## src/rtl/iack_pkg.sv

```systemverilog
package iack_pkg;
  localparam int NUM_LVL = 7;
  localparam int LVL_W   = $clog2(NUM_LVL + 1);
  localparam int VEC_W   = 8;

  typedef struct packed {
    logic [LVL_W-1:0] lvl;
    logic [VEC_W-1:0] vec;
  } iack_entry_t;

  typedef enum logic [1:0] {
    S_IDLE = 2'd0,
    S_REQ  = 2'd1,
    S_ACK  = 2'd2,
    S_DONE = 2'd3
  } iack_state_t;
endpackage

```

## src/rtl/iack_prio_enc.sv

```systemverilog
module iack_prio_enc
  import iack_pkg::*;
(
  input  logic [NUM_LVL-1:0] req_i,
  output logic               any_o,
  output logic [LVL_W-1:0]   lvl_o
);
  // higher index wins: the later assignment overrides the earlier one
  always_comb begin
    lvl_o = '0;
    for (int i = 0; i < NUM_LVL; i++) begin
      if (req_i[i]) lvl_o = LVL_W'(i + 1);
    end
  end
  assign any_o = |req_i;
endmodule

```

## src/rtl/iack_mask_reg.sv

```systemverilog
module iack_mask_reg
  import iack_pkg::*;
#(
  parameter int MAX_ENABLED = 6
) (
  input  logic               clk,
  input  logic               rst_n,
  input  logic               we_i,
  input  logic [NUM_LVL-1:0] wdata_i,
  output logic [NUM_LVL-1:0] mask_o,
  output logic               rej_o
);
  logic over_limit;
  assign over_limit = $countones(wdata_i) > MAX_ENABLED;

  always_ff @(posedge clk or negedge rst_n) begin
    if (!rst_n) begin
      mask_o <= '0;
      rej_o  <= 1'b0;
    end else begin
      rej_o <= we_i && over_limit;
      if (we_i && !over_limit) mask_o <= wdata_i;
    end
  end
endmodule

```

## src/rtl/iack_seq.sv

```systemverilog
module iack_seq
  import iack_pkg::*;
(
  input  logic             clk,
  input  logic             rst_n,
  input  logic             pend_any_i,
  input  logic [LVL_W-1:0] pend_lvl_i,
  input  logic             q_full_i,
  input  logic             bus_gnt_i,
  input  logic             dtack_i,
  input  logic             berr_i,
  input  logic             err_clr_i,
  output logic             bus_req_o,
  output logic             iack_o,
  output logic             ds_lo_o,
  output logic [LVL_W-1:0] addr_o,
  output logic             push_o,
  output logic             err_o
);
  iack_state_t      state_q;
  logic [LVL_W-1:0] lvl_q;

  always_ff @(posedge clk or negedge rst_n) begin
    if (!rst_n) begin
      state_q <= S_IDLE;
      lvl_q   <= '0;
      err_o   <= 1'b0;
    end else begin
      if (err_clr_i) err_o <= 1'b0;
      unique case (state_q)
        S_IDLE: if (pend_any_i && !q_full_i) state_q <= S_REQ;
        S_REQ: begin
          if (!pend_any_i) begin
            state_q <= S_IDLE;
          end else if (bus_gnt_i) begin
            lvl_q   <= pend_lvl_i;
            state_q <= S_ACK;
          end
        end
        S_ACK: begin
          if (dtack_i) begin
            state_q <= S_DONE;
          end else if (berr_i) begin
            err_o   <= 1'b1;
            state_q <= S_DONE;
          end
        end
        S_DONE: if (!dtack_i && !berr_i) state_q <= S_IDLE;
        default: state_q <= S_IDLE;
      endcase
    end
  end

  assign bus_req_o = (state_q == S_REQ) || (state_q == S_ACK);
  assign iack_o    = (state_q == S_ACK);
  assign ds_lo_o   = (state_q == S_ACK);
  assign addr_o    = (state_q == S_ACK) ? lvl_q : '0;
  assign push_o    = (state_q == S_ACK) && dtack_i;
endmodule

```

## src/rtl/iack_fifo.sv

```systemverilog
module iack_fifo #(
  parameter int W     = 11,
  parameter int DEPTH = 4
) (
  input  logic         clk,
  input  logic         rst_n,
  input  logic         push_i,
  input  logic [W-1:0] data_i,
  output logic         full_o,
  output logic         valid_o,
  input  logic         ready_i,
  output logic [W-1:0] data_o
);
  localparam int AW = (DEPTH > 1) ? $clog2(DEPTH) : 1;
  localparam int CW = $clog2(DEPTH + 1);

  logic [W-1:0]  mem [DEPTH];
  logic [AW-1:0] wr_q, rd_q;
  logic [CW-1:0] cnt_q;
  logic          do_push, do_pop;

  assign full_o  = (cnt_q == CW'(DEPTH));
  assign valid_o = (cnt_q != '0);
  assign do_push = push_i && !full_o;
  assign do_pop  = valid_o && ready_i;
  assign data_o  = mem[rd_q];

  function automatic logic [AW-1:0] nxt(input logic [AW-1:0] p);
    return (p == AW'(DEPTH - 1)) ? '0 : p + 1'b1;
  endfunction

  always_ff @(posedge clk) begin
    if (do_push) mem[wr_q] <= data_i;
  end

  always_ff @(posedge clk or negedge rst_n) begin
    if (!rst_n) begin
      wr_q  <= '0;
      rd_q  <= '0;
      cnt_q <= '0;
    end else begin
      if (do_push) wr_q <= nxt(wr_q);
      if (do_pop)  rd_q <= nxt(rd_q);
      if (do_push && !do_pop)      cnt_q <= cnt_q + 1'b1;
      else if (do_pop && !do_push) cnt_q <= cnt_q - 1'b1;
    end
  end
endmodule

```

## src/rtl/iack_handler.sv

```systemverilog
module iack_handler
  import iack_pkg::*;
#(
  parameter int FIFO_DEPTH  = 4,
  parameter int MAX_ENABLED = 6
) (
  input  logic               clk,
  input  logic               rst_n,
  input  logic [NUM_LVL-1:0] irq_i,
  input  logic               cfg_we_i,
  input  logic [NUM_LVL-1:0] cfg_mask_i,
  output logic [NUM_LVL-1:0] cfg_mask_o,
  output logic               cfg_rej_o,
  input  logic               err_clr_i,
  output logic               err_o,
  output logic               bus_req_o,
  input  logic               bus_gnt_i,
  output logic               iack_o,
  output logic               ds_lo_o,
  output logic [LVL_W-1:0]   addr_o,
  input  logic [VEC_W-1:0]   data_i,
  input  logic               dtack_i,
  input  logic               berr_i,
  output logic               out_valid_o,
  input  logic               out_ready_i,
  output logic [LVL_W-1:0]   out_level_o,
  output logic [VEC_W-1:0]   out_vector_o
);
  localparam int ENTRY_W = $bits(iack_entry_t);

  logic             pend_any, q_full, push;
  logic [LVL_W-1:0] pend_lvl;
  iack_entry_t      in_e, out_e;

  iack_mask_reg #(.MAX_ENABLED(MAX_ENABLED)) mask_i (
    .clk(clk), .rst_n(rst_n), .we_i(cfg_we_i), .wdata_i(cfg_mask_i),
    .mask_o(cfg_mask_o), .rej_o(cfg_rej_o)
  );

  iack_prio_enc enc_i (
    .req_i(irq_i & cfg_mask_o), .any_o(pend_any), .lvl_o(pend_lvl)
  );

  iack_seq seq_i (
    .clk(clk), .rst_n(rst_n), .pend_any_i(pend_any), .pend_lvl_i(pend_lvl),
    .q_full_i(q_full), .bus_gnt_i(bus_gnt_i), .dtack_i(dtack_i),
    .berr_i(berr_i), .err_clr_i(err_clr_i), .bus_req_o(bus_req_o),
    .iack_o(iack_o), .ds_lo_o(ds_lo_o), .addr_o(addr_o), .push_o(push),
    .err_o(err_o)
  );

  assign in_e.lvl = addr_o;
  assign in_e.vec = data_i;

  iack_fifo #(.W(ENTRY_W), .DEPTH(FIFO_DEPTH)) q_i (
    .clk(clk), .rst_n(rst_n), .push_i(push), .data_i(in_e),
    .full_o(q_full), .valid_o(out_valid_o), .ready_i(out_ready_i),
    .data_o(out_e)
  );

  assign out_level_o  = out_e.lvl;
  assign out_vector_o = out_e.vec;
endmodule

```

## config.mk

```make
export PLATFORM = sky130hd
export DESIGN_NAME = iack_handler
export DESIGN_NICKNAME = d
export VERILOG_FILES = /design/src/rtl/iack_pkg.sv /design/src/rtl/iack_prio_enc.sv /design/src/rtl/iack_mask_reg.sv /design/src/rtl/iack_seq.sv /design/src/rtl/iack_fifo.sv /design/src/rtl/iack_handler.sv
export SDC_FILE = /design/constraint.sdc
export NUM_CORES = 1
export LEC_CHECK = 0
export BUFFER_PORTS_ARGS = -buffer_cell sky130_fd_sc_hd__buf_2
export CORE_UTILIZATION = 59
export CTS_CLUSTER_SIZE = 10
export DETAILED_ROUTE_END_ITERATION = 7
export HOLD_SLACK_MARGIN = 0.02
export PLACE_DENSITY = 0.84
export SETUP_SLACK_MARGIN = 0.2
export SLEW_MARGIN = 20
export SYNTH_ARGS = -nofsm -noshare
export SYNTH_HDL_FRONTEND = slang
export SYNTH_SLANG_ARGS = --single-unit
```

## constraint.sdc

```tcl
create_clock -name clk -period 4.9 [get_ports clk]
set_input_delay 0.98 -clock clk [delete_from_list [all_inputs] [get_ports clk]]
set_output_delay 0.98 -clock clk [all_outputs]
set_load 0.03 [all_outputs]
```

==> summary.md, run 1 <==
| Metric | Value |
|---|---|
| Data arrival, critical path | `3900 ps` |
| P per Cell Area | `546 nW/um^2` |
| # rows | `25` |
| # H-tree levels | `3` |
| Lkg Pwr | `0.00148 uW` |
| Vias in the first global route | `1721` |
| Skew final | `9.06 ps` |
| Dpl hpwl | `3530 microns` |
| WP data required | `5100 ps` |
| IO Count | `57` |
| Critical path capture point type | `flip-flop` |
| Die Width | `73.3 microns` |
| Top_reg_cell synth | `edfxtp_1` |
| Post-route ant nets | `0` |
| PortBufs | `56` |
| First-pass GRT wire length | `8340 microns` |
| Bufs on Longest Clock Path | `2` |
| Synth Instances | `185` |
| Core area | `4820 sq um` |
| Hold Fails Final Rpt | `0` |
| Root buf cell | `clkbuf_8` |
| Post-CTS Resized | `0` |
| Clock slew at reported path FFs | `70 ps` |
| GP Congestion | `0.729` |
| Drt drc | `0` |
| Largest net degree at the start of global routing | `22` |
| Net Count, Synth | `235` |
| Count of different cell masters after synthesis | `39` |
| EDFF count, synth | `44` |
| Area Growth Syn to Fin | `16.6%` |
| Area share of the largest cell type after synthesis | `44.1%` |
| Fin util | `72.6%` |
| Seq/Total Area, Yosys | `61.6%` |
| Die height | `73.3 microns` |
| Final setup violating endpoints | `0` |
| Final layout net count | `298` |
| Post-Synthesis Cell Area | `3000 sq um` |
| Post-CTS Hold Buffers | `0` |
| Met1 wire length | `2140 microns` |
| Cts bufs inserted | `9` |
| Vias | `1742` |
| Total global-route track usage | `21.8%` |
| Post-synth top area cell | `edfxtp_1` |
| Setup Crit Path Kind | `input pin to flip-flop` |
| Max FO, Critical Path | `7` |
| Setup TNS | `0 ps` |
| Post-CTS Setup Bufs | `0` |
| Min cycle time layout | `3710 ps` |
| Routed len/inst | `15.3 microns` |
| Clock Latency Late Sink | `320 ps` |
| Synth Area per Inst | `16.2 sq um` |
| Share of post-route cells with drive strength above 1 | `35.6%` |
| CTS tree | `yes` |
| Total grt overflow | `0` |
| Met2 WL post-DR | `2390 microns` |
| Vias/cell | `5.44` |
| Initial Util | `62.3%` |
| Unrepaired setup endpoints after global routing | `no` |
| Highest Signal Layer | `met4` |
| Initial DRT Pass Iterations | `4` |
| Final Cycle Share | `75.6%` |
| Metal3 WL | `320 microns` |
| Max VDD drop | `0.000271 V` |
| Hold WC Path Type | `flip-flop to flip-flop` |
| Clock sink count | `65` |
| #FFs+latches synth | `65` |
| Rel. slew slack | `48.4%` |
| Detailed Route WL | `4910 microns` |
| Synth area leaders | `edfxtp_1, dfrtp_1, mux4_2, ha_1, mux2_4` |
| Worst Tran Pin Value | `774 ps` |
| Ys async rst share | `32.3%` |
| Crit path launch type | `input pin` |
| Initial antenna violation count | `0` |
| Slew Viols, Final | `0` |
| Yosys warns | `0` |
| Antenna diodes | `0` |
| Reg2Reg Setup Slack | `2190 ps` |
| Maximum clock rate | `270 MHz` |
| Max_cap viols | `0` |
| DRT iter0 DRCs | `108` |
| Die area | `5370 sq um` |
| Status | `complete, no violations` |
-- registers in the layout, indices dropped and copies added (netlist names), named ones only --
name	cells
seq_i.state_q	1
mask_i.mask_o	7
seq_i.lvl_q	3
q_i.cnt_q	3
mask_i.rej_o	1
q_i.mem	44
q_i.rd_q	2
q_i.wr_q	2
seq_i.err_o	1
-- cells in the mapped netlist (2+ instances only) --
cell type,number
o21ai_0,4
mux2_4,7
a21oi_1,2
mux2_1,4
nor2_1,6
edfxtp_1,44
mux4_2,11
a32oi_1,2
a22oi_1,3
xor2_1,2
dfrtp_1,21
fa_1,4
mux2_2,2
nand2_1,12
inv_1,15
ha_1,16
and2_1,7
a211o_1,2
-- routing by layer --
layer	vias to the layer above	GRT usage, %
met4	0	8.33
met3	4	5.90
li1	827	-
met2	61	35.0
met1	850	28.9
met5	-	0
-- critical path, cell delays in order --
cell and delay [ps]:
buf_2 110, ha_1 280, inv_1 70, fa_1 430, inv_1 70, ha_1 160, inv_1 60, fa_1 530
nor2b_4 50, a221o_1 340, a211o_1 460, mux2_4 350
-- power breakdown --
part / total, uW / switching, uW / leakage [uW] / internal [uW]
sequential: 802 / 110 / 0.000650 / 692
clock: 375 / 177 / 0.0000817 / 198
combinational: 731 / 420 / 0.000747 / 311
total: 1910 / 707 / 0.00148 / 1200
-- cells in the final DEF (no fill, tap or decap), types with 5 or more instances in the layout --
cell type,instances
mux2_4,7
mux4_2,11
nor2_1,6
buf_2,56
nand2_1,12
dfrtp_1,21
edfxtp_1,44
ha_1,16
inv_1,15
clkbuf_8,10
clkbuf_1,5
and2_1,7
-- cells by family after synthesis --
kind of cell | count (synthesis) | synth area share [%]
buf+inv | 19 | 2.79
fa+ha+maj | 20 | 9.35
simple gates | 32 | 5.76
flops | 65 | 61.6
xor+xnor | 3 | 0.876
mux | 25 | 14.4
compound gates | 21 | 5.30
-- path summary, 6_finish.rpt --
path,end,from,cells after the start
worst max-delay path,mask_i.mask_o[6]$_DFFE_PN0P_,cfg_mask_i[4],12
max in group asynchronous,mask_i.mask_o[5]$_DFFE_PN0P_,rst_n,1
worst min register to register,seq_i.lvl_q[1]$_DFFE_PN0P_,seq_i.lvl_q[1]$_DFFE_PN0P_,1
min in group asynchronous,seq_i.err_o$_DFF_PN0_,rst_n,1
worst max register to register,q_i.cnt_q[2]$_DFFE_PN0P_,seq_i.state_q[0]$_DFFE_PN0P_,10
worst min-delay path,seq_i.lvl_q[1]$_DFFE_PN0P_,seq_i.lvl_q[1]$_DFFE_PN0P_,1
-- through the flow --
step | hold WS, ps | power, uW | cells | area, sq um | setup WS [ps]
global route | 508 | 2040 | 320 | 3500 | 1060
floorplan | 450 | 1370 | 185 | 3000 | 1190
finish | 481 | 1910 | 320 | 3500 | 1190
global placement | 461 | 1530 | 304 | 3340 | 953
detailed placement | 470 | 1560 | 304 | 3340 | 874
CTS | 485 | 1930 | 320 | 3500 | 1200
-- area by class of cell --
| class | instances | area (sq um) |
|---|---|---|
| sequential | 65 | 1850 |
| fill | 326 | 1320 |
| multi-input combinational | 101 | 1070 |
| timing repair buffer | 56 | 280 |
| clock buffer | 15 | 156 |
| tap | 67 | 83.8 |
| inverter | 15 | 56.3 |
| clock inverter | 1 | 5.00 |
Power figures use the tool's default switching activity.
==> inputs of run 2 (changes only) <==
CORE_UTILIZATION = 50   (was 59)
PLACE_DENSITY = 0.76   (was 0.84)
clock period = 3.03 ns   (was 4.9 ns; I/O delays follow)
==> summary.md, run 2 (synthesis results as in run 1) <==
| Metric | Value |
|---|---|
| Status | `complete, but fails checks` |
| Violated checks | `setup timing` |
| Max_cap viols | `0 (unchanged)` |
| Fin util | `65.0% (-7.6 points)` |
| Cts bufs inserted | `9 (unchanged)` |
| Core area | `5640 sq um (+17%)` |
| Die Width | `79.5 microns (+8.4%)` |
| Final layout net count | `307 (+3.0%)` |
| Max VDD drop | `0.000368 V (+36%)` |
| Setup TNS | `-760 ps (-760 ps)` |
| # H-tree levels | `3 (unchanged)` |
| Slowest CP cell | `fa_1` |
| Hold Fails Final Rpt | `0 (unchanged)` |
| Max FO, Critical Path | `7 (unchanged)` |
| Area Growth Syn to Fin | `22.3%` |
| Critical path capture point type | `flip-flop` |
| Initial DRT Pass Iterations | `4 (unchanged)` |
| Final Cycle Share | `104%` |
| P per Cell Area | `868 nW/um^2 (+59%)` |
| Slew Viols, Final | `0 (unchanged)` |
| Lkg Pwr | `0.00154 uW (+3.8%)` |
| Clock slew at reported path FFs | `70 ps (about the same)` |
| Worst hold slack | `224 ps (-258 ps)` |
| Crit path launch type | `input pin` |
| Biggest regs | `q_i.mem (44), mask_i.mask_o (7)` |
| Most common cell after layout, fill and taps aside | `buf_2` |
| CP max stage delay | `580 ps (+50 ps)` |
| Vias | `1754 (+0.69%)` |
| PortBufs | `56 (unchanged)` |
| Largest net degree at the start of global routing | `22 (unchanged)` |
| WP data required | `3250 ps (-1850 ps)` |
| GP Congestion | `0.773 (+6.0%)` |
| Dpl hpwl | `3720 microns (+5.3%)` |
| DP Worst Slack | `-567 ps (-1440 ps)` |
| Clock sink count | `65 (unchanged)` |
| Rel. slew slack | `61.6% (+13 points)` |
| Root buf cell | `clkbuf_8` |
| Unrepaired setup endpoints after global routing | `yes` |
| CTS tree | `yes` |
| Clock Latency Late Sink | `330 ps (about the same)` |
| PnR worst setup slack | `-112 ps (-1310 ps)` |
| Cell mode on critical path | `inv_2` |
| IO Count | `57 (unchanged)` |
| Worst Path Buf+Inv | `4 (unchanged)` |
| Die height | `79.5 microns (+8.4%)` |
| Min cycle time layout | `3140 ps` |
| Crit-path leading delay family | `adder cells` |
| Total global-route track usage | `18.4% (-3.4 points)` |
| Total grt overflow | `0 (unchanged)` |
| Post-route ant nets | `0 (unchanged)` |
| Maximum clock rate | `318 MHz` |
| Die area | `6310 sq um (+18%)` |
| Data arrival, critical path | `3360 ps (-540 ps)` |
| Share of post-route cells with drive strength above 1 | `42.7% (+7.2 points)` |
| Antenna diodes | `0 (unchanged)` |
| Setup Crit Path Kind | `input pin to flip-flop` |
| Detailed Route WL | `5140 microns (+4.8%)` |
| Vias/cell | `5.25 (-3.5%)` |
| Max FFs per register | `44 (unchanged)` |
| Initial Util | `53.2% (-9.1 points)` |
| Design area | `3670 sq um (+4.9%)` |
| Final setup violating endpoints | `7 (+7)` |
| Routed len/inst | `15.4 microns (+0.37%)` |
| Bufs on Longest Clock Path | `2 (unchanged)` |
| Vias in the first global route | `1768 (+2.7%)` |
| Hold WC Path Type | `input pin to async pin` |
| Drt drc | `0 (unchanged)` |
| Worst-path cell chain | `buf_8 -> ha_4 -> inv_2 -> fa_1 -> inv_2 -> ha_4 -> inv_2 -> fa_1 -> nor2b_4 -> a221o_1 -> a211o_4 -> mux2_4` |
| Cell Area, Placed | `3410 sq um (+2.1%)` |
| DRT iter0 DRCs | `64 (-41%)` |
| Initial antenna violation count | `0 (unchanged)` |
| Post-CTS Hold Buffers | `0 (unchanged)` |
| First-pass GRT wire length | `8410 microns (+0.91%)` |
| Skew final | `6.87 ps (-2.19 ps)` |
| # rows | `27 (+8.0%)` |
| Biggest register | `q_i.mem` |
| Worst Tran Pin Value | `576 ps (-197 ps)` |
| Commonest non-fill, non-tap cells in the layout | `buf_2, edfxtp_1, dfrtp_1` |
==> run 2: changes by cell type in the layout (fill, tap and decap cells not counted), moves of 3 or more <==
| cell | previous run | this run |
|---|---|---|
| buf_2 | 56 | 52 |
| buf_4 | 0 | 9 |
| clkbuf_1 | 5 | 0 |
| ha_1 | 16 | 13 |
| ha_4 | 0 | 3 |
| inv_1 | 15 | 11 |
| inv_2 | 0 | 4 |
==> run 2: power breakdown <==
| group | switching, uW | leakage (uW) | internal, uW |
|---|---|---|---|
| combinational | 713 | 0.000799 | 546 |
| clock | 341 | 0.0000862 | 303 |
| sequential | 161 | 0.000650 | 1120 |
| total | 1210 | 0.00154 | 1970 |
==> run 2: through the flow <==
step	total power, uW	cells
3_5_place_dp	2540	314
3_3_place_gp	2500	314
5_1_grt	3380	334
2_1_floorplan	2220	185
4_1_cts	3210	332
6_report	3180	334
==> run 2: metal layers <==
metal	vias up	GRT usage, %	share of wire, %
li1	844	-	-
met1	846	22.6	42
met2	56	31.0	51
met3	8	4.23	5.2
met4	0	8.18	1.4
met5	-	0	0
==> run 2: worst reg2reg max path: stages (launching register included) <==
cell and delay (ps):
dfrtp_1 430, inv_1 130, ha_1 330, nand2_1 90, a21oi_1 120, buf_4 170
ha_1 190, inv_1 70, fa_1 380, xor2_1 150, nor2_1 110, xor2_1 160
==> run 2: path summary, 6_finish.rpt <==
path | from | endpoint | slack (ps) | depth (start not counted)
worst max register to register | seq_i.state_q[0]$_DFFE_PN0P_ | q_i.cnt_q[2]$_DFFE_PN0P_ | 620 | 11
worst max-delay path | cfg_mask_i[5] | mask_i.mask_o[2]$_DFFE_PN0P_ | -110 | 12
max in group asynchronous | rst_n | mask_i.rej_o$_DFF_PN0_ | 2480 | 1
worst min-delay path | rst_n | q_i.rd_q[1]$_DFFE_PN0P_ | 220 | 1
worst min register to register | seq_i.lvl_q[0]$_DFFE_PN0P_ | seq_i.lvl_q[0]$_DFFE_PN0P_ | 480 | 1
min in group clk | err_clr_i | seq_i.err_o$_DFF_PN0_ | 440 | 2
==> run 2: cell type report <==
| class | count | area [sq um] |
|---|---|---|
| well taps | 72 | 90.1 |
| flip-flops and latches | 65 | 1850 |
| repair buffers | 65 | 380 |
| clock inverters | 7 | 55.1 |
| clock buffers | 9 | 124 |
| multi-input cells | 101 | 1110 |
| inverters | 15 | 56.3 |
| fillers | 406 | 1970 |
==> run 2: what timing repair did <==
action	4_1_cts	5_1_grt
pin swaps	6	4
gates resized for setup	10	4
setup buffers	2	2
gates cloned	0	0
setup endpoints to repair	7	8
endpoints found under the hold margin	0	0
==> inputs of run 3 (changes only) <==
==> constraint.sdc (replaced) <==
create_clock -name clk -period 3.03 [get_ports clk]
set_input_delay 0.606 -clock clk [delete_from_list [all_inputs] [get_ports clk]]
set_output_delay 0.606 -clock clk [all_outputs]
set_load 0.05 [all_outputs]
==> summary.md, run 3 (synthesis results as in run 1) <==
| Metric | Value |
|---|---|
| Biggest regs | `q_i.mem (44), mask_i.mask_o (7)` |
| Total global-route track usage | `19.2% (+0.82 points)` |
| Slew Viols, Final | `0 (unchanged)` |
| Clock slew at reported path FFs | `60 ps (about the same)` |
| R2R depth | `11 (unchanged)` |
| DP Worst Slack | `-606 ps (-38.9 ps)` |
| Vias | `1746 (-0.46%)` |
| Flop pwr share | `37.8% (-2.4 points)` |
| Int Pwr | `1980 uW (+0.44%)` |
| Bufs on Longest Clock Path | `2 (unchanged)` |
| PortBufs | `56 (unchanged)` |
| Total chip power | `3390 uW (+6.4%)` |
| Slowest CP cell | `fa_1` |
| Hold Fails Final Rpt | `0 (unchanged)` |
| Vias in the first global route | `1879 (+6.3%)` |
| Maximum clock rate | `316 MHz (-0.69%)` |
| Detailed Route WL | `5230 microns (+1.6%)` |
| Lkg Pwr | `0.00152 uW (-0.83%)` |
| Rel. slew slack | `61.2% (-0.36 points)` |
| Cell Area, Placed | `3410 sq um (unchanged)` |
| Unrepaired setup endpoints after global routing | `yes` |
| Most used routing layer in global routing | `met2` |
| Final Cycle Share | `104% (+0.72 points)` |
| Levels on crit path | `12 (unchanged)` |
| GR Layer Usage met2 | `33.2% (+2.1 points)` |
| Max VDD drop | `0.000499 V (+36%)` |
| Fill cells | `400 (-1.5%)` |
| Violated checks | `setup timing` |
| Vias/cell | `5.26 (+0.14%)` |
| Initial Util | `53.2% (unchanged)` |
| Comb power frac | `44.0% (+4.4 points)` |
| Fin util | `64.5% (-0.49 points)` |
| Sw Ratio | `41.6% (+3.5 points)` |
| Cts bufs inserted | `9 (unchanged)` |
| Dpl cells | `314 (unchanged)` |
| Met3 usage in global routing | `4.57% (+0.34 points)` |
| Initial DRT Pass Iterations | `4 (unchanged)` |
| Hold WC Path Type | `input pin to async pin` |
| Core area | `5640 sq um (unchanged)` |
| CTS tree | `yes` |
| Cell mode on critical path | `inv_2` |
| Launch point of the worst reg-to-reg path | `seq_i.state_q[0]$_DFFE_PN0P_` |
| Crit-path leading delay family | `adder cells` |
| Max FO, Critical Path | `7 (unchanged)` |
| Worst Path Buf+Inv | `4 (unchanged)` |
| Largest net degree at the start of global routing | `22 (unchanged)` |
| Initial antenna violation count | `0 (unchanged)` |
| Critical path capture point type | `flip-flop` |
| Biggest register | `q_i.mem` |
| First-pass GRT wire length | `8750 microns (+4.0%)` |
| Data arrival, critical path | `3380 ps (+20 ps)` |
| Worst-path cell chain | `buf_8 -> ha_4 -> inv_2 -> fa_1 -> inv_2 -> ha_4 -> inv_2 -> fa_1 -> nor2b_4 -> a221o_1 -> a211o_4 -> mux2_4` |
| Clock Latency Late Sink | `330 ps (about the same)` |
| Skew final | `6.63 ps (-0.239 ps)` |
| Setup Crit Path Kind | `input pin to flip-flop` |
| Min cycle time layout | `3160 ps (+21.9 ps)` |
| FF+latch area | `1850 sq um (unchanged)` |
| Drt drc | `0 (unchanged)` |
| Clock sink count | `65 (unchanged)` |
| Post-route ant nets | `0 (unchanged)` |
| WP data required | `3240 ps (about the same)` |
| Root buf cell | `clkbuf_8` |
| Sw power | `1410 uW (+16%)` |
| Die area | `6310 sq um (unchanged)` |
| Dpl hpwl | `3660 microns (-1.5%)` |
| P per Cell Area | `931 nW/um^2 (+7.2%)` |
| # rows | `27 (unchanged)` |
| PnR worst setup slack | `-134 ps (-21.9 ps)` |
| Clock share of power | `18.2% (-2.0 points)` |
| Area Growth Syn to Fin | `21.4%` |
| Final setup violating endpoints | `7 (unchanged)` |
| Design area | `3640 sq um (-0.75%)` |
| Layout Cells excl Fill | `332 (-0.60%)` |
| Crit path launch type | `input pin` |
| Most common cell after layout, fill and taps aside | `buf_2` |
| CP max stage delay | `580 ps (about the same)` |
| Share of post-route cells with drive strength above 1 | `41.2% (-1.6 points)` |
| GP Congestion | `0.756 (-2.3%)` |
| Max_cap viols | `0 (unchanged)` |
| Die height | `79.5 microns (unchanged)` |
| # H-tree levels | `3 (unchanged)` |
| Worst Tran Pin Value | `582 ps (+5.37 ps)` |
| DRT iter0 DRCs | `88 (+38%)` |
| Max FFs per register | `44 (unchanged)` |
| Routed len/inst | `15.7 microns (+2.2%)` |
| IO Count | `57 (unchanged)` |
| Final layout net count | `305 (-0.65%)` |
| Multi-input logic area | `1110 sq um (unchanged)` |
| Antenna diodes | `0 (unchanged)` |
| Die Width | `79.5 microns (unchanged)` |
| Commonest non-fill, non-tap cells in the layout | `buf_2, edfxtp_1, dfrtp_1` |
| Met1 usage | `22.5% (-0.11 points)` |
| Total grt overflow | `0 (unchanged)` |
| Status | `complete, but fails checks` |
| Crit path launch | `cfg_mask_i[2]` |
-- run 3: changes by cell type in the layout (fill, tap and decap cells not counted) --
cell        previous run  this run
inv_6                  2         0
clkinv_2               1         2
clkinv_4               2         0
buf_4                  9         7
clkinv_1               0         1
clkbuf_8               9        10
clkinvlp_4             2         1
clkbuf_1               0         2
-- run 3: final cells by class --
class	instances	share of cell area, %
sequential	65	50.7
multi-input combinational	101	30.6
timing repair buffer	63	10.0
clock buffer	12	3.99
tap	72	2.48
inverter	15	1.55
clock inverter	4	0.584
-- run 3: repair_timing --
item | in CTS | in global routing
endpoints found under the hold margin | 0 | 0
resized for setup | 11 | 3
pin swaps | 6 | 4
endpoints found under the setup margin | 7 | 8
buffers inserted | 2 | 0
hold buffers | 0 | 0
-- run 3: power by group through the flow --
stage               Clock (uW)  Combinational (uW)  Sequential [uW]
finish                     615                1490             1280
global route               665                1610             1310
CTS                        629                1500             1280
detailed placement           0                1480             1300
global placement             0                1450             1290
floorplan                    0                1140             1330
-- run 3: metrics by stage --
| stage | hold slack (ps) | setup TNS (ps) |
|---|---|---|
| final | 227 | -877 |
| after global routing | 261 | -1210 |
| after CTS | 233 | -854 |
| after detailed placement | 467 | -4240 |
| after global placement | 463 | -3520 |
| after floorplan | 310 | -1880 |
-- run 3: path summary, 6_finish.rpt --
check,to,slack [ps]
max,mask_i.mask_o[0]$_DFFE_PN0P_,-130
min,q_i.cnt_q[1]$_DFFE_PN0P_,230
max reg2reg,q_i.cnt_q[2]$_DFFE_PN0P_,620
min reg2reg,seq_i.lvl_q[2]$_DFFE_PN0P_,480
max in group asynchronous,mask_i.mask_o[1]$_DFFE_PN0P_,2470
min in group clk,seq_i.err_o$_DFF_PN0_,440
-- run 3: layer usage --
layer	share of wire [%]	up-vias
met5	0	-
met4	1.7	0
met3	4.7	11
met2	52	54
met1	42	848
li1	-	833
